==> config.mk <==
export PLATFORM = sky130hd
export DESIGN_NAME = iopt_xlate
export DESIGN_NICKNAME = d
export VERILOG_FILES = /design/src/rtl/iopt_pkg.sv /design/src/rtl/iopt_csr.sv /design/src/rtl/iopt_window.sv /design/src/rtl/iopt_fsm.sv /design/src/rtl/iopt_xlate.sv
export SDC_FILE = /design/constraint.sdc
export NUM_CORES = 1
export LEC_CHECK = 0
export CAP_MARGIN = 40
export CORE_MARGIN = 2
export CORE_UTILIZATION = 55
export DETAILED_ROUTE_END_ITERATION = 6
export GPL_TIMING_DRIVEN = 0
export PLACE_DENSITY_LB_ADDON = 0.05
export RECOVER_POWER = 25
export SYNTH_ARGS = -nofsm -noshare
export SYNTH_HDL_FRONTEND = slang
export SYNTH_SLANG_ARGS = --single-unit
export TNS_END_PERCENT = 20
==> constraint.sdc <==
create_clock -name clk -period 13.4 [get_ports clk]
set_input_delay 2.68 -clock clk [delete_from_list [all_inputs] [get_ports clk]]
set_output_delay 2.68 -clock clk [all_outputs]
set_load 0.02 [all_outputs]
==> src/rtl/iopt_pkg.sv <==
package iopt_pkg;
    localparam int PAGE_SHIFT = 12;
    localparam int DW         = 64;
    localparam int NREG       = 5;

    localparam int REG_BASE  = 0;
    localparam int REG_MASK  = 1;
    localparam int REG_PURGE = 2;
    localparam int REG_CFG   = 3;
    localparam int REG_DIR   = 4;

    localparam logic [1:0] PERM_NONE = 2'b00;
    localparam logic [1:0] PERM_RW   = 2'b11;

    typedef enum logic [2:0] {
        ST_IDLE,
        ST_CHECK,
        ST_FETCH,
        ST_WAIT,
        ST_RESP
    } xl_state_e;
endpackage

==> src/rtl/iopt_csr.sv <==
module iopt_csr #(
    parameter int CSR_AW = 18,
    parameter int NALIAS = 2,
    parameter logic [NALIAS-1:0][CSR_AW-1:0] BLK_OFS = {18'h22300, 18'h20300}
) (
    input  logic                   clk,
    input  logic                   rst_n,
    input  logic                   csr_wr,
    input  logic [CSR_AW-1:0]      csr_addr,
    input  logic [iopt_pkg::DW-1:0] csr_wdata,
    output logic [iopt_pkg::DW-1:0] csr_rdata,
    output logic [iopt_pkg::DW-1:0] base_o,
    output logic [iopt_pkg::DW-1:0] mask_o,
    output logic [iopt_pkg::DW-1:0] dir_o
);
    import iopt_pkg::*;

    localparam int IW = $clog2(NREG);
    localparam logic [CSR_AW-1:0] SPAN = CSR_AW'(NREG * 8);

    logic [DW-1:0]        regs_q [NREG];
    logic [NALIAS-1:0]    alias_hit;
    logic [CSR_AW-1:0]    alias_off [NALIAS];
    logic                 dec_hit;
    logic [IW-1:0]        dec_idx;

    for (genvar g = 0; g < NALIAS; g++) begin : g_alias
        assign alias_off[g] = csr_addr - BLK_OFS[g];
        assign alias_hit[g] = (alias_off[g] < SPAN) && (alias_off[g][2:0] == 3'b000);
    end

    always_comb begin
        dec_hit = 1'b0;
        dec_idx = '0;
        for (int a = 0; a < NALIAS; a++) begin
            if (alias_hit[a] && !dec_hit) begin
                dec_hit = 1'b1;
                dec_idx = alias_off[a][IW+2:3];
            end
        end
    end

    always_ff @(posedge clk) begin
        if (!rst_n) begin
            for (int r = 0; r < NREG; r++) regs_q[r] <= '0;
        end else if (csr_wr && dec_hit) begin
            for (int r = 0; r < NREG; r++) begin
                if (dec_idx == IW'(r)) regs_q[r] <= csr_wdata;
            end
        end
    end

    always_comb begin
        csr_rdata = '0;
        for (int r = 0; r < NREG; r++) begin
            if (dec_hit && dec_idx == IW'(r)) csr_rdata = regs_q[r];
        end
    end

    assign base_o = regs_q[REG_BASE];
    assign mask_o = regs_q[REG_MASK];
    assign dir_o  = regs_q[REG_DIR];
endmodule

==> src/rtl/iopt_window.sv <==
module iopt_window (
    input  logic [iopt_pkg::DW-1:0] page_addr,
    input  logic [iopt_pkg::DW-1:0] base,
    input  logic [iopt_pkg::DW-1:0] mask,
    input  logic [iopt_pkg::DW-1:0] dirbase,
    output logic                    win_hit,
    output logic [iopt_pkg::DW-1:0] pte_addr
);
    import iopt_pkg::*;

    logic          range_en;
    logic [DW-1:0] base_cmp;

    assign range_en = base[0];
    assign base_cmp = {base[DW-1:1], 1'b0};
    assign win_hit  = range_en && ((page_addr & mask) == base_cmp);
    assign pte_addr = dirbase + ((page_addr >> PAGE_SHIFT) << 3);
endmodule

==> src/rtl/iopt_fsm.sv <==
module iopt_fsm (
    input  logic                    clk,
    input  logic                    rst_n,
    input  logic                    req_valid,
    output logic                    req_ready,
    input  logic [iopt_pkg::DW-1:0] req_addr,
    output logic [iopt_pkg::DW-1:0] page_q,
    input  logic                    win_hit,
    input  logic [iopt_pkg::DW-1:0] pte_addr,
    output logic                    mem_rd_valid,
    input  logic                    mem_rd_ready,
    output logic [iopt_pkg::DW-1:0] mem_rd_addr,
    input  logic                    mem_rsp_valid,
    input  logic [iopt_pkg::DW-1:0] mem_rsp_data,
    output logic                    resp_valid,
    output logic [iopt_pkg::DW-1:0] resp_addr,
    output logic [1:0]              resp_perm
);
    import iopt_pkg::*;

    localparam logic [DW-1:0] OFF_MASK = DW'((64'd1 << PAGE_SHIFT) - 64'd1);
    localparam logic [DW-1:0] VLD_BIT  = DW'(64'd1) << (DW - 1);

    xl_state_e state_q, state_d;
    logic [DW-1:0] fetch_q;
    logic [DW-1:0] res_addr_q;
    logic [1:0]    res_perm_q;

    always_ff @(posedge clk) begin
        if (!rst_n) state_q <= ST_IDLE;
        else        state_q <= state_d;
    end

    always_comb begin
        state_d = state_q;
        unique case (state_q)
            ST_IDLE:  if (req_valid)     state_d = ST_CHECK;
            ST_CHECK: state_d = win_hit ? ST_FETCH : ST_RESP;
            ST_FETCH: if (mem_rd_ready)  state_d = ST_WAIT;
            ST_WAIT:  if (mem_rsp_valid) state_d = ST_RESP;
            ST_RESP:  state_d = ST_IDLE;
            default:  state_d = ST_IDLE;
        endcase
    end

    always_ff @(posedge clk) begin
        if (!rst_n) begin
            page_q     <= '0;
            fetch_q    <= '0;
            res_addr_q <= '0;
            res_perm_q <= PERM_NONE;
        end else begin
            unique case (state_q)
                ST_IDLE: if (req_valid) page_q <= req_addr & ~OFF_MASK;
                ST_CHECK: begin
                    if (win_hit) begin
                        fetch_q <= pte_addr;
                    end else begin
                        res_addr_q <= page_q;
                        res_perm_q <= PERM_RW;
                    end
                end
                ST_WAIT: begin
                    if (mem_rsp_valid) begin
                        if (mem_rsp_data[DW-1]) begin
                            res_addr_q <= mem_rsp_data & ~VLD_BIT & ~OFF_MASK;
                            res_perm_q <= PERM_RW;
                        end else begin
                            res_addr_q <= '0;
                            res_perm_q <= PERM_NONE;
                        end
                    end
                end
                default: ;
            endcase
        end
    end

    assign req_ready    = (state_q == ST_IDLE);
    assign mem_rd_valid = (state_q == ST_FETCH);
    assign mem_rd_addr  = fetch_q;
    assign resp_valid   = (state_q == ST_RESP);
    assign resp_addr    = res_addr_q;
    assign resp_perm    = res_perm_q;
endmodule

==> src/rtl/iopt_xlate.sv <==
module iopt_xlate #(
    parameter int CSR_AW = 18
) (
    input  logic              clk,
    input  logic              rst_n,
    input  logic              csr_wr,
    input  logic [CSR_AW-1:0] csr_addr,
    input  logic [63:0]       csr_wdata,
    output logic [63:0]       csr_rdata,
    input  logic              req_valid,
    output logic              req_ready,
    input  logic [63:0]       req_addr,
    output logic              resp_valid,
    output logic [63:0]       resp_addr,
    output logic [11:0]       resp_mask,
    output logic [1:0]        resp_perm,
    output logic              mem_rd_valid,
    input  logic              mem_rd_ready,
    output logic [63:0]       mem_rd_addr,
    input  logic              mem_rsp_valid,
    input  logic [63:0]       mem_rsp_data
);
    import iopt_pkg::*;

    logic [DW-1:0] base_w, mask_w, dir_w, page_w, pte_w;
    logic          hit_w;

    iopt_csr #(.CSR_AW(CSR_AW)) u_csr (
        .clk      (clk),
        .rst_n    (rst_n),
        .csr_wr   (csr_wr),
        .csr_addr (csr_addr),
        .csr_wdata(csr_wdata),
        .csr_rdata(csr_rdata),
        .base_o   (base_w),
        .mask_o   (mask_w),
        .dir_o    (dir_w)
    );

    iopt_window u_win (
        .page_addr(page_w),
        .base     (base_w),
        .mask     (mask_w),
        .dirbase  (dir_w),
        .win_hit  (hit_w),
        .pte_addr (pte_w)
    );

    iopt_fsm u_fsm (
        .clk          (clk),
        .rst_n        (rst_n),
        .req_valid    (req_valid),
        .req_ready    (req_ready),
        .req_addr     (req_addr),
        .page_q       (page_w),
        .win_hit      (hit_w),
        .pte_addr     (pte_w),
        .mem_rd_valid (mem_rd_valid),
        .mem_rd_ready (mem_rd_ready),
        .mem_rd_addr  (mem_rd_addr),
        .mem_rsp_valid(mem_rsp_valid),
        .mem_rsp_data (mem_rsp_data),
        .resp_valid   (resp_valid),
        .resp_addr    (resp_addr),
        .resp_perm    (resp_perm)
    );

    assign resp_mask = 12'(( 64'd1 << PAGE_SHIFT) - 64'd1);
endmodule

==> impl_metrics.tcl, run 1 <==
set metrics [dict create \
    status "finished, violations left" \
    violations "max-capacitance violations, max-slew violations" \
    layout_min_cycle_time_ns 8.93 \
    clk_pin_slew_ns 0.06 \
    hold_buffers 0 \
    h-tree-depth 2 \
    io_buffers 372 \
    rsz0062_at_grt "no" \
    dp.cells 2978 \
    synth_edf_count 320 \
    finalCritPeriodShare_pct 66.6 \
    cp_top_family "buffers and inverters" \
    cts-buffers-inserted 50 \
    yosys.area.top_type "edfxtp_1" \
    gp_congestion 0.926 \
    routed_wl_um 84600 \
    clock.fmax_ghz 0.112 \
    arrival_ns 6.25 \
    grt.overflow.total 0 \
    finalSetupTns_ns 0 \
    mostFrequentLayoutCells "320 x edfxtp_1, 270 x nand2_1, 252 x clkdlybuf4s50_1" \
    maxCapViolations 1 \
    crit_slowest_cell "clkdlybuf4s50_1" \
    synthTopCellsByArea "edfxtp_1 41%, dfxtp_1 15%, mux4_2 6.2%, nand2_1 4.4%, a21oi_1 2.9%" \
    rows 75 \
    worstSetupStartpointType "input pin" \
    cts_tree "yes" \
    yosysWarnings 0 \
    fillers 2937 \
    die_width_um 209 \
    crit_path_end_kind "output port" \
    synth_cell_types 81 \
    final_cells 3074 \
    max-vdd-ir-drop_v 0.000117 \
    hold_viol_final 0 \
    antenna_left 0 \
    grtUsageTotal_pct 37.8 \
    areaGrowthSynthToFinish_pct 28.7 \
    leakagePower_nw 10.8 \
    vias_per_cell 6.41 \
    final_core_util_pct 71.4 \
    clock_latency_ns 0.60 \
    drc 0 \
    drt_iter0_drc 2343 \
    drtPass1Iterations 6 \
    die_h_um 209 \
    slew_headroom_pct -25.5 \
    dp_hpwl_um 63400 \
    coreArea_um2 41800 \
    cp_num_buf_inv 4 \
    final_area_um2 29800 \
    avgSynthCellArea_um2 11.5 \
    reg2reg_slack_ns 8.06 \
    antenna_found_initial 2 \
    cts_max_path_buffers 3 \
    drive_above_1_share_pct 8.33 \
    required_ns 10.72 \
    grt_max_degree 39 \
    async_reset_ff_share_pct 0 \
    final_nets 2760 \
    grt_first_pass_wirelength_um 121000 \
    clock-skew-final_ns 0.0140 \
    netlist_area_um2 23200 \
    place_area_um2 28200 \
    mostFrequentLayoutCell "edfxtp_1" \
    syn_inst 2022 \
    start_util_pct 55.5 \
    tightestPinTransition_ns 1.88 \
    cts_num_sinks 492 \
    path_class "in2out" \
    setup_viol 0 \
    synthFlopType "edfxtp_1" \
    synth-seq-cells 492 \
    vias 19700 \
    dieArea_um2 43800 \
    grt_pass1_vias 18900 \
    io_pins 425 \
    final-max-slew-violation-count 10 \
    cts-root-buf "clkbuf_16" \
    powerDensity_nw_per_um2 125 \
    avgRoutedWirePerCell_um 27.5 \
    post_cts_buffers 0 \
    max_stage_delay_ns 0.66 \
    ys_seq_area_share_pct 56.3 \
    path_cells "clkdlybuf4s50_1 > nor4_1 > nand2_1 > nor3_1 > and3_1 > clkbuf_1 > clkbuf_1 > a22o_1 > clkdlybuf4s50_1" \
    synth_top_area_share_pct 41.5 \
    min_path_type "reg2reg" \
    worstPathMaxFanout 10 \
    cts_resized 0 \
]
## worst register-to-register path: stages (launching register included)
cell      delay [ns]
dfxtp_1         0.50
nand2_1         0.16
and2_0          0.20
a21oi_1         0.12
o221ai_1        0.11
or4_1           0.55
nor4_1          0.19
nand4_1         0.72
nor2_1          1.71
clkbuf_1        0.58
mux2i_1         0.26
nor2_1          0.08
## metrics by stage
stage | hold WS [ns] | total power, mW | setup slack [ns]
after global routing | 0.494 | 3.83 | 4.33
final | 0.461 | 3.74 | 4.47
after detailed placement | 0.451 | 2.30 | 4.59
after CTS | 0.460 | 3.73 | 4.54
after global placement | 0.446 | 2.28 | -0.842
after floorplan | 0.466 | 2.06 | 4.07
## cells in the mapped netlist, drive strengths merged (11+ instances only)
master,number
edfxtp,320
nand2,273
dfxtp,172
nor2,162
a21oi,133
clkbuf,99
and2,74
nand3,74
a22o,64
mux4,64
a311oi,52
ha,52
buf,49
xnor2,47
xor2,37
mux2i,36
nand4,34
o21ai,33
inv,27
a21o,26
nor3,21
a211oi,17
nor4,16
o21bai,13
o22ai,11
## routing by layer
metal  share of wire [%]  GRT usage (%)
met1                  39           51.5
met2                  45           58.6
met5                   0              0
met3                  11           8.10
met4                 5.2           17.3
## registers in the layout, summed over array words and instances, names as in the netlist
register,cells
u_csr.regs_q,320
u_fsm.mem_rd_addr,64
u_fsm.page_q,52
u_fsm.resp_addr,52
u_fsm.resp_perm,1
u_fsm.state_q,3
## cells by family after synthesis
logic type	count (synthesis)	share of synthesized area, %
other	2	0.0324
buffers and inverters	175	3.32
adder cells (fa/ha/maj)	53	2.89
AND/OR/NAND/NOR	706	14.2
flip-flops	492	56.3
AO/OA/AOI/OAI	409	12.2
XOR/XNOR	84	3.17
multiplexers	101	7.82
## power by group
group	leakage [nW]	internal (mW)	switching, mW
sequential	4.44	1.69	0.0696
clock	0.840	0.849	0.610
combinational	5.53	0.220	0.300
total	10.8	2.76	0.980
## cell type report
type,instances,area [um^2],share of cell area [%]
Tap cell,539,674,2.26
Sequential cell,492,13100,43.8
Buffer,148,657,2.20
Inverter,27,101,0.340
Antenna cell,2,5.00,0.0168
Multi-Input combinational cell,1377,9470,31.8
Clock inverter,30,328,1.10
Clock buffer,64,1380,4.63
Timing Repair Buffer,395,4150,13.9
## final timing paths
kind                                end  depth (start not counted)                   from
setup / recovery          csr_rdata[52]                          9            csr_addr[6]
hold / removal    u_fsm.mem_rd_addr[23]                          2  u_fsm.mem_rd_addr[23]
setup reg to reg  u_fsm.mem_rd_addr[55]                         11       u_fsm.page_q[30]
hold reg to reg   u_fsm.mem_rd_addr[23]                          2  u_fsm.mem_rd_addr[23]
No activity file was read; power rests on OpenSTA's default activity.
==> run 2, diff against run 1 <==
--- a/config.mk
+++ b/config.mk
@@ -7,7 +7,7 @@
 export LEC_CHECK = 0
 export CAP_MARGIN = 40
 export CORE_MARGIN = 2
-export CORE_UTILIZATION = 55
+export CORE_UTILIZATION = 48
 export DETAILED_ROUTE_END_ITERATION = 6
 export GPL_TIMING_DRIVEN = 0
 export PLACE_DENSITY_LB_ADDON = 0.05
==> constraint.sdc (replaced) <==
create_clock -name clk -period 7.3 [get_ports clk]
set_input_delay 1.46 -clock clk [delete_from_list [all_inputs] [get_ports clk]]
set_output_delay 1.46 -clock clk [all_outputs]
set_load 0.02 [all_outputs]
==> impl_metrics.tcl, run 2 (synthesis gave the netlist of run 1 again) <==
set metrics [dict create \
    grtUsageTotal_pct 33.1 \
    path_cells "dlygate4sd3_1 > nor4_1 > nand3b_1 > nor3_1 > and3_1 > clkbuf_1 > clkbuf_1 > a22o_1 > clkdlybuf4s50_1" \
    crit_slowest_cell "clkbuf_1" \
    rows 80 \
    clock.fmax_ghz 0.150 \
    grt_max_degree 41 \
    drt_iter0_drc 1813 \
    tightestPinTransition_ns 1.00 \
    io_pins 425 \
    clock_latency_ns 0.63 \
    path_class "in2out" \
    fillers 3872 \
    power.total_mw 6.88 \
    final-max-slew-violation-count 0 \
    crit_top_cell "clkbuf_1" \
    die_width_um 224 \
    antenna_found_initial 4 \
    gp_congestion 0.901 \
    cts-root-buf "clkbuf_16" \
    clk_pin_slew_ns 0.06 \
    final_core_util_pct 62.9 \
    post_cts_buffers 0 \
    final_nets 2769 \
    switching_share_pct 26.1 \
    required_ns 5.84 \
    internal_power_mw 5.08 \
    arrival_ns 5.22 \
    p_seq_share_pct 46.9 \
    setup_viol 0 \
    largest_register_ffs 320 \
    rsz0062_at_grt "no" \
    routed_wl_um 84300 \
    cts-buffers-inserted 51 \
    min_path_type "reg2reg" \
    cts_resized 0 \
    leakagePower_nw 10.9 \
    regMostFlops "u_csr.regs_q" \
    power_switching_mw 1.80 \
    status "complete, no violations" \
    dp_hpwl_um 65300 \
    max-vdd-ir-drop_v 0.000213 \
    vias_per_cell 6.02 \
    avgRoutedWirePerCell_um 26.7 \
    layout_min_cycle_time_ns 6.68 \
    hold_buffers 0 \
    io_buffers 372 \
    clkPwrFrac_pct 39.2 \
    worstSetupStartpointType "input pin" \
    h-tree-depth 2 \
    drive_above_1_share_pct 8.93 \
    max_stage_delay_ns 0.68 \
    start_util_pct 48.5 \
    drc 0 \
    dieArea_um2 50100 \
    die_h_um 224 \
    coreArea_um2 47700 \
    grt_pass1_vias 18200 \
    drtPass1Iterations 7 \
    cts_num_sinks 492 \
    vias 19000 \
    mostFrequentLayoutCell "edfxtp_1" \
    worstPathMaxFanout 10 \
    powerDensity_nw_per_um2 229 \
    grt_first_pass_wirelength_um 119000 \
    antenna_left 0 \
    cts_max_path_buffers 3 \
    grt.overflow.total 0 \
    areaGrowthSynthToFinish_pct 29.7 \
    finalCritPeriodShare_pct 91.5 \
    slew_headroom_pct 32.6 \
    hold_viol_final 0 \
    clock-skew-final_ns 0.0320 \
    comb_power_share_pct 13.9 \
    mostFrequentLayoutCells "320 x edfxtp_1, 270 x nand2_1, 252 x clkdlybuf4s50_1" \
    maxCapViolations 0 \
    cts_tree "yes" \
    crit_path_end_kind "output port" \
]
## run 2: critical path, delay by kind of cell
kind | cells | cell delay (ns)
compound gates | 1 | 0.34
buf+inv | 4 | 2.52
simple gates | 4 | 0.89
## run 2: path summary, 6_finish.rpt
check	from	to	slack [ns]	cells past startpoint
max	csr_addr[14]	csr_rdata[49]	0.62	9
min	u_fsm.mem_rd_addr[23]	u_fsm.mem_rd_addr[23]	0.46	2
max reg2reg	u_fsm.page_q[53]	u_fsm.mem_rd_addr[37]	2.90	10
min reg2reg	u_fsm.mem_rd_addr[23]	u_fsm.mem_rd_addr[23]	0.46	2
## run 2: final cells by class
type | count | area, um^2 | area share (%)
diodes | 3 | 7.51 | 0.0250
multi-input cells | 1377 | 9490 | 31.6
flip-flops and latches | 492 | 13100 | 43.4
clock buffers | 64 | 1400 | 4.65
well taps | 615 | 769 | 2.56
plain buffers | 148 | 668 | 2.22
repair buffers | 403 | 4230 | 14.1
inverters | 27 | 101 | 0.337
clock inverters | 32 | 343 | 1.14
## run 2: power groups by stage
stage | Combinational (mW) | Sequential [mW] | Clock (mW)
2_1_floorplan | 0.508 | 3.27 | 0
3_3_place_gp | 0.914 | 3.29 | 0
3_5_place_dp | 0.955 | 3.28 | 0
4_1_cts | 0.960 | 3.22 | 2.72
5_1_grt | 1.02 | 3.23 | 2.82
6_report | 0.958 | 3.23 | 2.70
## run 2: metrics by stage
stage	std cells	area (um^2)	setup slack [ns]	hold slack, ns	TNS [ns]
2_1_floorplan	2044	23300	-0.808	0.466	-136.82
3_3_place_gp	3031	27800	-6.20	0.446	-1170.03
3_5_place_dp	3061	28300	0.810	0.454	0
4_1_cts	3157	30100	0.787	0.463	0
5_1_grt	3158	30000	0.501	0.475	0
6_report	3161	30100	0.620	0.457	0
## run 2: routing by layer
metal / share of wire, % / global-route usage [%] / vias to the layer above
met5: 0.019 / 0 / -
met4: 3.7 / 12.9 / 4
met3: 11 / 8.70 / 157
met2: 45 / 51.1 / 1074
met1: 41 / 44.8 / 9319
li1: - / - / 8481
